## src/rtl/pdsu_pkg.sv

```systemverilog
package pdsu_pkg;
    localparam logic [5:0] OPC_MAJOR = 6'b000011;
    localparam logic [3:0] EXT_DWORD = 4'b1101;
    localparam logic [3:0] EXT_WORD  = 4'b1100;
    localparam int         IMM_W     = 5;

    typedef enum logic [1:0] {
        ST_IDLE  = 2'd0,
        ST_ISSUE = 2'd1,
        ST_TRAP  = 2'd2
    } pdsu_state_e;

    typedef struct packed {
        logic             legal;
        logic             is_word;
        logic             end_mode;
        logic             modify;
        logic [IMM_W-1:0] imm;
    } pdsu_dec_t;
endpackage

```

## src/rtl/pdsu_decode.sv

```systemverilog
module pdsu_decode
    import pdsu_pkg::*;
(
    input  logic [31:0] insn,
    input  logic        mode64,
    output pdsu_dec_t   dec
);
    logic fmt_ok, is_dw, is_w;

    always_comb begin
        fmt_ok       = (insn[31:26] == OPC_MAJOR) && insn[12];
        is_dw        = (insn[9:6] == EXT_DWORD);
        is_w         = (insn[9:6] == EXT_WORD);
        dec.legal    = fmt_ok && (is_w || (is_dw && mode64));
        dec.is_word  = is_w;
        dec.end_mode = insn[13];
        dec.modify   = insn[5];
        dec.imm      = insn[IMM_W-1:0];
    end
endmodule

```

## src/rtl/pdsu_lanes.sv

```systemverilog
module pdsu_lanes #(
    parameter int LANES = 8
) (
    input  logic                     is_word,
    input  logic                     end_mode,
    input  logic [$clog2(LANES)-1:0] addr_lo,
    input  logic [8*LANES-1:0]       value,
    output logic [LANES-1:0]         be,
    output logic [8*LANES-1:0]       data,
    output logic                     probe
);
    localparam int OFF_W  = $clog2(LANES);
    localparam int DATA_W = 8 * LANES;
    localparam int HALF   = LANES / 2;

    logic [OFF_W-1:0] off;
    assign off   = is_word ? {1'b0, addr_lo[OFF_W-2:0]} : addr_lo;
    assign probe = end_mode && (off == '0);

    for (genvar j = 0; j < LANES; j++) begin : g_lane
        localparam logic [OFF_W-1:0] LANE = OFF_W'(j);
        logic             in_half, en;
        logic [OFF_W-1:0] pos;
        logic [7:0]       src;

        assign in_half = is_word ? (LANE[OFF_W-1] == addr_lo[OFF_W-1]) : 1'b1;
        assign pos     = is_word ? {1'b0, LANE[OFF_W-2:0]} : LANE;
        assign en      = in_half && (end_mode ? (pos < off) : (pos >= off));
        assign src     = is_word ? value[DATA_W/2-1-8*(j%HALF) -: 8]
                                 : value[DATA_W-1-8*j -: 8];
        assign be[LANES-1-j]          = en;
        assign data[DATA_W-1-8*j -: 8] = en ? src : 8'h00;
    end
endmodule

```

## src/rtl/pdsu_store_unit.sv

```systemverilog
module pdsu_store_unit
    import pdsu_pkg::*;
#(
    parameter int ADDR_W = 64,
    parameter int LANES  = 8
) (
    input  logic                  clk,
    input  logic                  rst_n,
    input  logic                  op_valid,
    output logic                  op_ready,
    input  logic [31:0]           op_insn,
    input  logic [ADDR_W-1:0]     op_base,
    input  logic [8*LANES-1:0]    op_value,
    input  logic                  mode64,
    output logic                  req_valid,
    input  logic                  req_ready,
    output logic [ADDR_W-1:0]     req_addr,
    output logic [LANES-1:0]      req_be,
    output logic [8*LANES-1:0]    req_data,
    output logic                  req_probe,
    output logic                  req_wb_en,
    output logic [ADDR_W-1:0]     req_wb_addr,
    output logic                  trap
);
    localparam int OFF_W  = $clog2(LANES);
    localparam int DATA_W = 8 * LANES;

    pdsu_state_e state_q, state_d;
    pdsu_dec_t   dec;
    logic [ADDR_W-1:0] ea;
    logic [LANES-1:0]  be_c;
    logic [DATA_W-1:0] data_c;
    logic              probe_c, accept;

    pdsu_decode u_decode (
        .insn   (op_insn),
        .mode64 (mode64),
        .dec    (dec)
    );

    assign ea     = op_base + {{(ADDR_W-IMM_W){dec.imm[IMM_W-1]}}, dec.imm};
    assign accept = op_valid && (state_q == ST_IDLE);

    pdsu_lanes #(.LANES(LANES)) u_lanes (
        .is_word  (dec.is_word),
        .end_mode (dec.end_mode),
        .addr_lo  (ea[OFF_W-1:0]),
        .value    (op_value),
        .be       (be_c),
        .data     (data_c),
        .probe    (probe_c)
    );

    // state register
    always_ff @(posedge clk or negedge rst_n) begin
        if (!rst_n) state_q <= ST_IDLE;
        else        state_q <= state_d;
    end

    // next-state logic
    always_comb begin
        state_d = state_q;
        unique case (state_q)
            ST_IDLE:  if (op_valid) state_d = dec.legal ? ST_ISSUE : ST_TRAP;
            ST_ISSUE: if (req_ready) state_d = ST_IDLE;
            ST_TRAP:  state_d = ST_IDLE;
            default:  state_d = ST_IDLE;
        endcase
    end

    // request payload, captured on accept
    always_ff @(posedge clk or negedge rst_n) begin
        if (!rst_n) begin
            req_addr    <= '0;
            req_be      <= '0;
            req_data    <= '0;
            req_probe   <= 1'b0;
            req_wb_en   <= 1'b0;
            req_wb_addr <= '0;
        end else if (accept && dec.legal) begin
            req_addr    <= {ea[ADDR_W-1:OFF_W], {OFF_W{1'b0}}};
            req_be      <= be_c;
            req_data    <= data_c;
            req_probe   <= probe_c;
            req_wb_en   <= dec.modify;
            req_wb_addr <= dec.is_word ? {ea[ADDR_W-1:OFF_W-1], {(OFF_W-1){1'b0}}}
                                       : {ea[ADDR_W-1:OFF_W], {OFF_W{1'b0}}};
        end
    end

    // outputs
    always_comb begin
        op_ready  = 1'b0;
        req_valid = 1'b0;
        trap      = 1'b0;
        unique case (state_q)
            ST_IDLE:  op_ready  = 1'b1;
            ST_ISSUE: req_valid = 1'b1;
            ST_TRAP:  trap      = 1'b1;
            default:  ;
        endcase
    end

    logic [LANES+1:0] be_pad;
    assign be_pad = {1'b0, req_be, 1'b0};

    AST_HOLD_STABLE: assert property (@(posedge clk) disable iff (!rst_n)
        (req_valid && !req_ready) |=> (req_valid && $stable(req_addr) && $stable(req_be)
            && $stable(req_data) && $stable(req_probe) && $stable(req_wb_addr))) else $error("hold");
    AST_ONE_RUN: assert property (@(posedge clk) disable iff (!rst_n)
        (req_valid && !req_probe) |-> ($countones(be_pad ^ (be_pad >> 1)) == 2)) else $error("run");
    AST_PROBE_EMPTY: assert property (@(posedge clk) disable iff (!rst_n)
        (req_valid && req_probe) |-> (req_be == '0)) else $error("probe");
    AST_TRAP_NO_REQ: assert property (@(posedge clk) disable iff (!rst_n)
        trap |-> (!req_valid && !op_ready)) else $error("trap");
    AST_TRAP_PULSE: assert property (@(posedge clk) disable iff (!rst_n)
        trap |=> !trap) else $error("pulse");
    AST_BUSY_NOT_READY: assert property (@(posedge clk) disable iff (!rst_n)
        req_valid |-> !op_ready) else $error("ready");
endmodule

```

## config.mk

```make
export PLATFORM = sky130hd
export DESIGN_NAME = pdsu_store_unit
export DESIGN_NICKNAME = d
export VERILOG_FILES = /design/src/rtl/pdsu_pkg.sv /design/src/rtl/pdsu_decode.sv /design/src/rtl/pdsu_lanes.sv /design/src/rtl/pdsu_store_unit.sv
export SDC_FILE = /design/constraint.sdc
export NUM_CORES = 1
export LEC_CHECK = 0
export ABC_AREA = 1
export CORE_AREA = 2 2 186 188
export DETAILED_ROUTE_END_ITERATION = 16
export DIE_AREA = 0 0 188 190
export HOLD_SLACK_MARGIN = 0.03
export SLEW_MARGIN = 20
export SYNTH_ARGS = -nofsm -noshare
export SYNTH_HDL_FRONTEND = slang
export SYNTH_SLANG_ARGS = --single-unit
```

## constraint.sdc

```tcl
create_clock -name clk -period 2 [get_ports clk]
set_clock_uncertainty 0.2 [all_clocks]
set_input_delay 0.2 -clock clk [delete_from_list [all_inputs] [get_ports clk]]
set_output_delay 0.2 -clock clk [all_outputs]
set_load 0.02 [all_outputs]
```

==> results of run 1 <==
worst paths after layout:
path	start	endpoint	slack (ns)	cells past startpoint
min in group clk	op_insn[5]	req_wb_en	0.10	3
worst max register to register	state_q[1]	req_data[14]	0.16	8
worst min register to register	req_wb_en	req_wb_en	0.28	2
max in group asynchronous	rst_n	req_data[7]	0.95	3
worst min-delay path	rst_n	req_data[57]	0.06	2
worst max-delay path	req_addr[38]	req_wb_addr[38]	0.02	1
cells in the mapped netlist (8+ instances only):
library cell	number	area, um2
nand2_1	770	2890
inv_1	369	1390
dfrtp_1	138	3450
nor2_1	137	514
nand3_1	81	405
a21oi_1	77	385
buf_4	67	503
ha_1	63	788
o21ai_0	57	285
o21ai_1	36	180
xnor2_1	23	201
nand2_2	20	125
nor2_2	19	119
clkbuf_1	13	48.8
nor3_1	13	65.1
buf_2	12	60.1
nand4_1	9	56.3
o21ai_2	9	78.8
nand3_2	8	80.1
nand3b_1	8	60.1
cells in the final DEF (no fill, tap or decap), drive strengths merged, types with 5 or more instances in the layout:
master           n
buf            194
clkinv           8
clkdlybuf4s50  296
dlygate4sd2     11
o21ai          102
xnor2           24
dfrtp          138
a21oi           77
clkbuf          25
nor3            18
nand3           90
ha              63
dlymetal6s2s    39
nand2          790
nand3b           8
inv            378
nor2           159
nand4            9
conb             5
logic make-up (layout without fill, tap and decap cells):
| logic type | after synthesis | in the layout |
|---|---|---|
| AO/OA/AOI/OAI | 187 | 188 |
| adder cells (fa/ha/maj) | 64 | 64 |
| buffers and inverters | 472 | 957 |
| AND/OR/NAND/NOR | 1080 | 1081 |
| other | 1 | 5 |
| XOR/XNOR | 26 | 26 |
| flip-flops | 138 | 138 |
metrics by stage:
stage / TNS [ns] / hold WS (ns) / worst slack, ns / utilization [%]
floorplan: 0 / -0.296 / 0.00481 / -
global placement: -71.85 / -0.0384 / -0.706 / 50.0
CTS: -0.0442 / 0.0693 / -0.0119 / 53.0
detailed placement: -75.34 / -0.0395 / -0.743 / 50.0
global route: -0.391 / 0.0982 / -0.0553 / 57.4
finish: 0 / 0.0600 / 0.0176 / 57.4
power by group:
group / switching, uW / internal [uW]
Clock: 1390 / 1850
Combinational: 1910 / 1550
Sequential: 23.9 / 2810
state kept, by name (all words and copies together), names as in the netlist:
signal,flops
req_data,64
req_addr,60
req_be,8
req_wb_addr,2
state_q,2
req_probe,1
req_wb_en,1
metal layers:
layer	track usage, %	up-vias
li1	-	6849
met2	45.6	503
met1	34.7	6441
met4	7.72	0
met3	3.39	72
met5	0	-
layout make-up:
cell class | instances | share of cell area [%]
clock buffer | 19 | 2.22
inverter | 378 | 7.29
timing repair buffer | 547 | 27.7
sequential | 138 | 17.7
multi-input combinational | 1364 | 41.4
tap | 455 | 2.92
clock inverter | 13 | 0.745
what timing repair did:
action | in CTS | in global routing
hold buffers | 1 | 0
pin swaps | 8 | 75
setup endpoints to repair | 124 | 99
setup buffers | 2 | 18
cloned | 4 | 5
resized for setup | 87 | 303
endpoints found under the hold margin | 138 | 0
==> run_results.csv, run 1 <==
group,metric,value,unit
critical_path,arrival,1.58,ns
synthesis,synth_edf_count,0,
detailed_routing,vias_per_cell,4.76,
detailed_routing,drtIter0Drc,864,
cells_and_area,num_antenna_cells,0,
detailed_routing,route.met3.wl,2820,um
global_route,grt_use_total,26.5,%
floorplan,die_area,35700,um2
cells_and_area,stdcell_count,2914,
synthesis,yosysWarningCount,0,
synthesis,ys_ff_latch,138,
global_route,overflow,0,
detailed_routing,wire_per_inst,17.1,um
sta,hold_viol,0,
cells_and_area,register_area,3450,um2
global_route,grt_pass1_vias,13100,
detailed_routing,drt_first_pass_iters,6,
critical_path,path_max_fanout,3,
synthesis,synth.avg_cell_area,6.12,um2
floorplan,io_pins,370,
synthesis,synth.distinct_cells,46,
clock_network,clk_pin_slew,0.07,ns
power,p_leak,0.0103,uW
cells_and_area,syn_to_final_growth,61.8,%
detailed_routing,drc_errors,0,
synthesis,synth-seq-area-share,28.7,%
floorplan,die_h,190,um
sta,fin_crit_sh,99.1,%
power,power_density,489,nW/um2
clock_network,clockRootBuffer,"clkbuf_16",
synthesis,synth_area,12000,um2
critical_path,required,1.60,ns
synthesis,synth_top_flop_cell,"dfrtp_1",
detailed_routing,wl_met1,21800,um
synthesis,synthAdderAreaFrac,6.72,%
global_route,grt_pass1_wl,73100,um
power,ir_drop,0.528,mV
clock_network,clk_latency,0.43,ns
critical_path,crit_family,"buffers and inverters",
cells_and_area,multi_input_area,8070,um2
critical_path,crit_slowest_cell,"clkdlybuf4s50_1",
critical_path,cp-start-kind,"flip-flop",
detailed_routing,routed_wl,49800,um
critical_path,critPathKind,"flip-flop to output port",
floorplan,initial_utilization,35.5,%
power,finalPower,9530,uW
synthesis,synth_top_family_by_area,"simple AND/OR/NAND/NOR gates",
clock_network,clk_path_buf_depth,2,
cells_and_area,n_fill_cell,3119,
critical_path,worstSetupEndpointType,"output port",
sta,rsz0062_at_grt,"yes",
clock_network,cts.htree.levels,4,
sta,finalCriticalPeriod,1.98,ns
critical_path,crit_buf_inv,1,
detailed_routing,dr_wl_met2,23900,um
place,portBuffers,350,
synthesis,synth.area.mux_share,0,%
run,cap_violations,0,
detailed_routing,via_count,13900,
global_route,grt_max_degree,74,
floorplan,core,33900,um2
hold_path,hp-class,"input port to asynchronous set/reset pin",
synthesis,synthSimpleGateAreaFrac,37.2,%
synthesis,synth_xor_area_share,2.02,%
clock_network,cts_buffers,17,
place,dp.cells,2852,
cells_and_area,drive_gt1_share,22.5,%
global_route,antenna_found_initial,0,
clock_network,clock_sinks,138,
cells_and_area,nets,2675,
cells_and_area,final_cell_area,19500,um2
synthesis,synth_cells,1968,
sta,slew_viol_final,0,
detailed_routing,ant_nets,0,
place,gp_congestion,1.00,
place,placed_cell_area,17000,um2
clock_network,cts_tree,"yes",
synthesis,synth_compound_area_share,8.38,%
floorplan,die_w,188,um
sta,fmax,0.504,GHz
status,outcome,"finished, final reports clean",
critical_path,path_cells,"clkdlybuf4s50_1",
synthesis,ys_async_sr_fraction,100,%
detailed_routing,top_layer_used,"met4",
critical_path,cpPeakStageDelay,0.70,ns
sta,finalSetupViolCount,0,
place,dpl.hpwl,38600,um
floorplan,rows,68,
Power figures use the tool's default switching activity.
==> inputs of run 2 (changes only) <==
--- a/config.mk
+++ b/config.mk
@@ -9,6 +9,7 @@
 export CORE_AREA = 2 2 186 188
 export DETAILED_ROUTE_END_ITERATION = 16
 export DIE_AREA = 0 0 188 190
+export GPL_ROUTABILITY_DRIVEN = 0
 export HOLD_SLACK_MARGIN = 0.03
 export SLEW_MARGIN = 20
 export SYNTH_ARGS = -nofsm -noshare
==> run 2 against run 1 <==
Power up 1.6%. Final cell count down 0.17%. Global-route usage down 1.0 points. Flip-flop and latch count unchanged. Largest cell class unchanged. Non-clock buffer count down 5. Count of clock-buffer cells in the layout down 2. Sequential power about the same. The run now ends with setup timing left. Critical path type is now input port to flip-flop. Clock power up 6.8%.
==> run_results.csv, run 2 (same netlist as run 1, synthesis figures left out) <==
group,metric,value,unit
cells_and_area,stdcell_count,2909,
sta,fmax,0.494,GHz
clock_network,clk_pin_slew,0.07,ns
clock_network,clockRootBuffer,"clkbuf_16",
clock_network,cts_tree,"yes",
power,combPwrFrac,35.1,%
sta,layout_setup_ws,-0.0261,ns
critical_path,path_max_fanout,4,
clock_network,clk_path_buf_depth,2,
critical_path,crit_slowest_cell,"clkdlybuf4s50_1",
floorplan,die_h,190,um
critical_path,cp_common_cell,"nand2_1",
floorplan,core,33900,um2
critical_path,cpPeakStageDelay,0.45,ns
sta,finalSetupViolCount,2,
cells_and_area,nets,2670,
global_route,antenna_found_initial,1,
floorplan,io_pins,370,
clock_network,cts_buffers,17,
power,finalPower,9680,uW
critical_path,path_cells,"clkdlybuf4s50_1 > ha_4 > nand2_2 > nor2_2 > inv_1 > nor3_1 > nand2_1 > nand2_4 > nand2_2 > nand2_1 > nand2_1 > nand3_1 > nand2_1",
cells_and_area,regMostFlops,"req_data",
detailed_routing,drc_errors,0,
detailed_routing,drt_first_pass_iters,6,
sta,fin_crit_sh,101,%
cells_and_area,reg.largest.list,"req_data (64), req_addr (60), req_be (8)",
critical_path,required,2.13,ns
cells_and_area,final_util,56.9,%
cells_and_area,drive_gt1_share,21.4,%
cells_and_area,largest_reg_flops,64,
global_route,grt_pass1_wl,70700,um
status,violations,"setup timing",
critical_path,critPathKind,"input port to flip-flop",
detailed_routing,ant_nets,0,
status,outcome,"finished, violations left",
sta,slew_viol_final,0,
sta,whs,0.0520,ns
power,intPower,6340,uW
place,dpl.hpwl,37200,um
detailed_routing,vias_per_cell,4.77,
run,cap_violations,0,
clock_network,clock_sinks,138,
power,p_switching,3340,uW
detailed_routing,drtIter0Drc,876,
critical_path,arrival,2.16,ns
floorplan,die_area,35700,um2
detailed_routing,wire_per_inst,16.6,um
sta,finalCriticalPeriod,2.03,ns
power,p_leak,0.0103,uW
sta,hold_viol,0,
cells_and_area,layout.cells.most_common,"nand2_1",
place,portBuffers,350,
hold_path,hp-class,"input port to asynchronous set/reset pin",
clock_network,cts.htree.levels,4,
floorplan,rows,68,
detailed_routing,via_count,13900,
detailed_routing,routed_wl,48400,um
clock_network,clk_latency,0.42,ns
cells_and_area,syn_to_final_growth,60.6,%
global_route,grt_max_degree,75,
floorplan,initial_utilization,35.5,%
sta,fin_setup_tns,-0.0469,ns
global_route,grt_use_total,25.5,%
power,pwr-share-clk,35.6,%
cells_and_area,num_antenna_cells,0,
sta,rsz0062_at_grt,"yes",
critical_path,worstSetupEndpointType,"flip-flop",
global_route,overflow,0,
global_route,grt_pass1_vias,12900,
power,ir_drop,0.583,mV
critical_path,cp-start-kind,"input port",
cells_and_area,layout_common_cells,"698 x nand2_1, 360 x inv_1, 289 x clkdlybuf4s50_1",
place,dp.cells,2849,
power,swShare,34.6,%
power,p_seq_share,29.3,%
floorplan,die_w,188,um
power,power_density,501,nW/um2
==> run 2: power by group through the flow <==
stage,clock (uW),sequential (uW),combinational [uW]
after floorplan,0,2910,1450
after global placement,0,2890,2740
after detailed placement,0,2890,2770
after CTS,3490,2840,2870
after global routing,3590,2840,3690
final,3450,2840,3400
==> run 2: through the flow <==
stage	setup slack [ns]	instance area, um2
finish	-0.0261	19300
global route	-0.138	19300
CTS	-0.0398	17800
detailed placement	-0.724	16900
global placement	-0.689	16900
floorplan	0.00481	12100
==> run 2: per-layer routing <==
layer  vias up  part of all wire (%)  GRT usage (%)
met4         2                   3.4           7.66
met3       100                   6.4           3.60
met2       522                    47           43.4
met1      6424                    43           33.4
met5         -                 0.023              0
li1       6838                     -              -
==> run 2: worst paths after layout <==
kind | start | to | slack, ns | cells after the start
max reg2reg | state_q[1] | req_data[12] | 0.23 | 8
max in group asynchronous | rst_n | req_addr[48] | 0.92 | 3
min | rst_n | req_data[61] | 0.05 | 2
min in group clk | op_base[24] | req_addr[24] | 0.09 | 5
max | op_base[26] | req_addr[60] | -0.03 | 13
min reg2reg | req_be[4] | req_be[4] | 0.28 | 2
==> run 2: repair_timing <==
action / CTS / global route
buffers inserted: 3 / 16
resized for setup: 85 / 293
endpoints found under the setup margin: 131 / 117
hold endpoints to repair: 138 / 0
cloned: 2 / 6
hold buffers: 1 / 0
pin swaps: 13 / 75
==> run 2: area by class of cell <==
cell class                 instances  area, um2
fill                            3120      14600
multi-input combinational       1364       7980
timing repair buffer             542       5290
sequential                       138       3450
inverter                         378       1420
tap                              455        569
clock buffer                      17        425
clock inverter                    15        190
==> run 2: critical path: cells and delay by family <==
| kind | cells | cell delay [ns] |
|---|---|---|
| fa+ha+maj | 1 | 0.33 |
| simple gates | 10 | 1.05 |
| buf+inv | 2 | 0.58 |
==> inputs of run 3 (changes only) <==
--- a/config.mk
+++ b/config.mk
@@ -7,6 +7,7 @@
 export LEC_CHECK = 0
 export ABC_AREA = 1
 export CORE_AREA = 2 2 186 188
+export CTS_CLUSTER_SIZE = 8
 export DETAILED_ROUTE_END_ITERATION = 16
 export DIE_AREA = 0 0 188 190
 export GPL_ROUTABILITY_DRIVEN = 0
==> results of run 3 <==
Same layout as run 2: the final DEF is identical, and so are final timing and power.
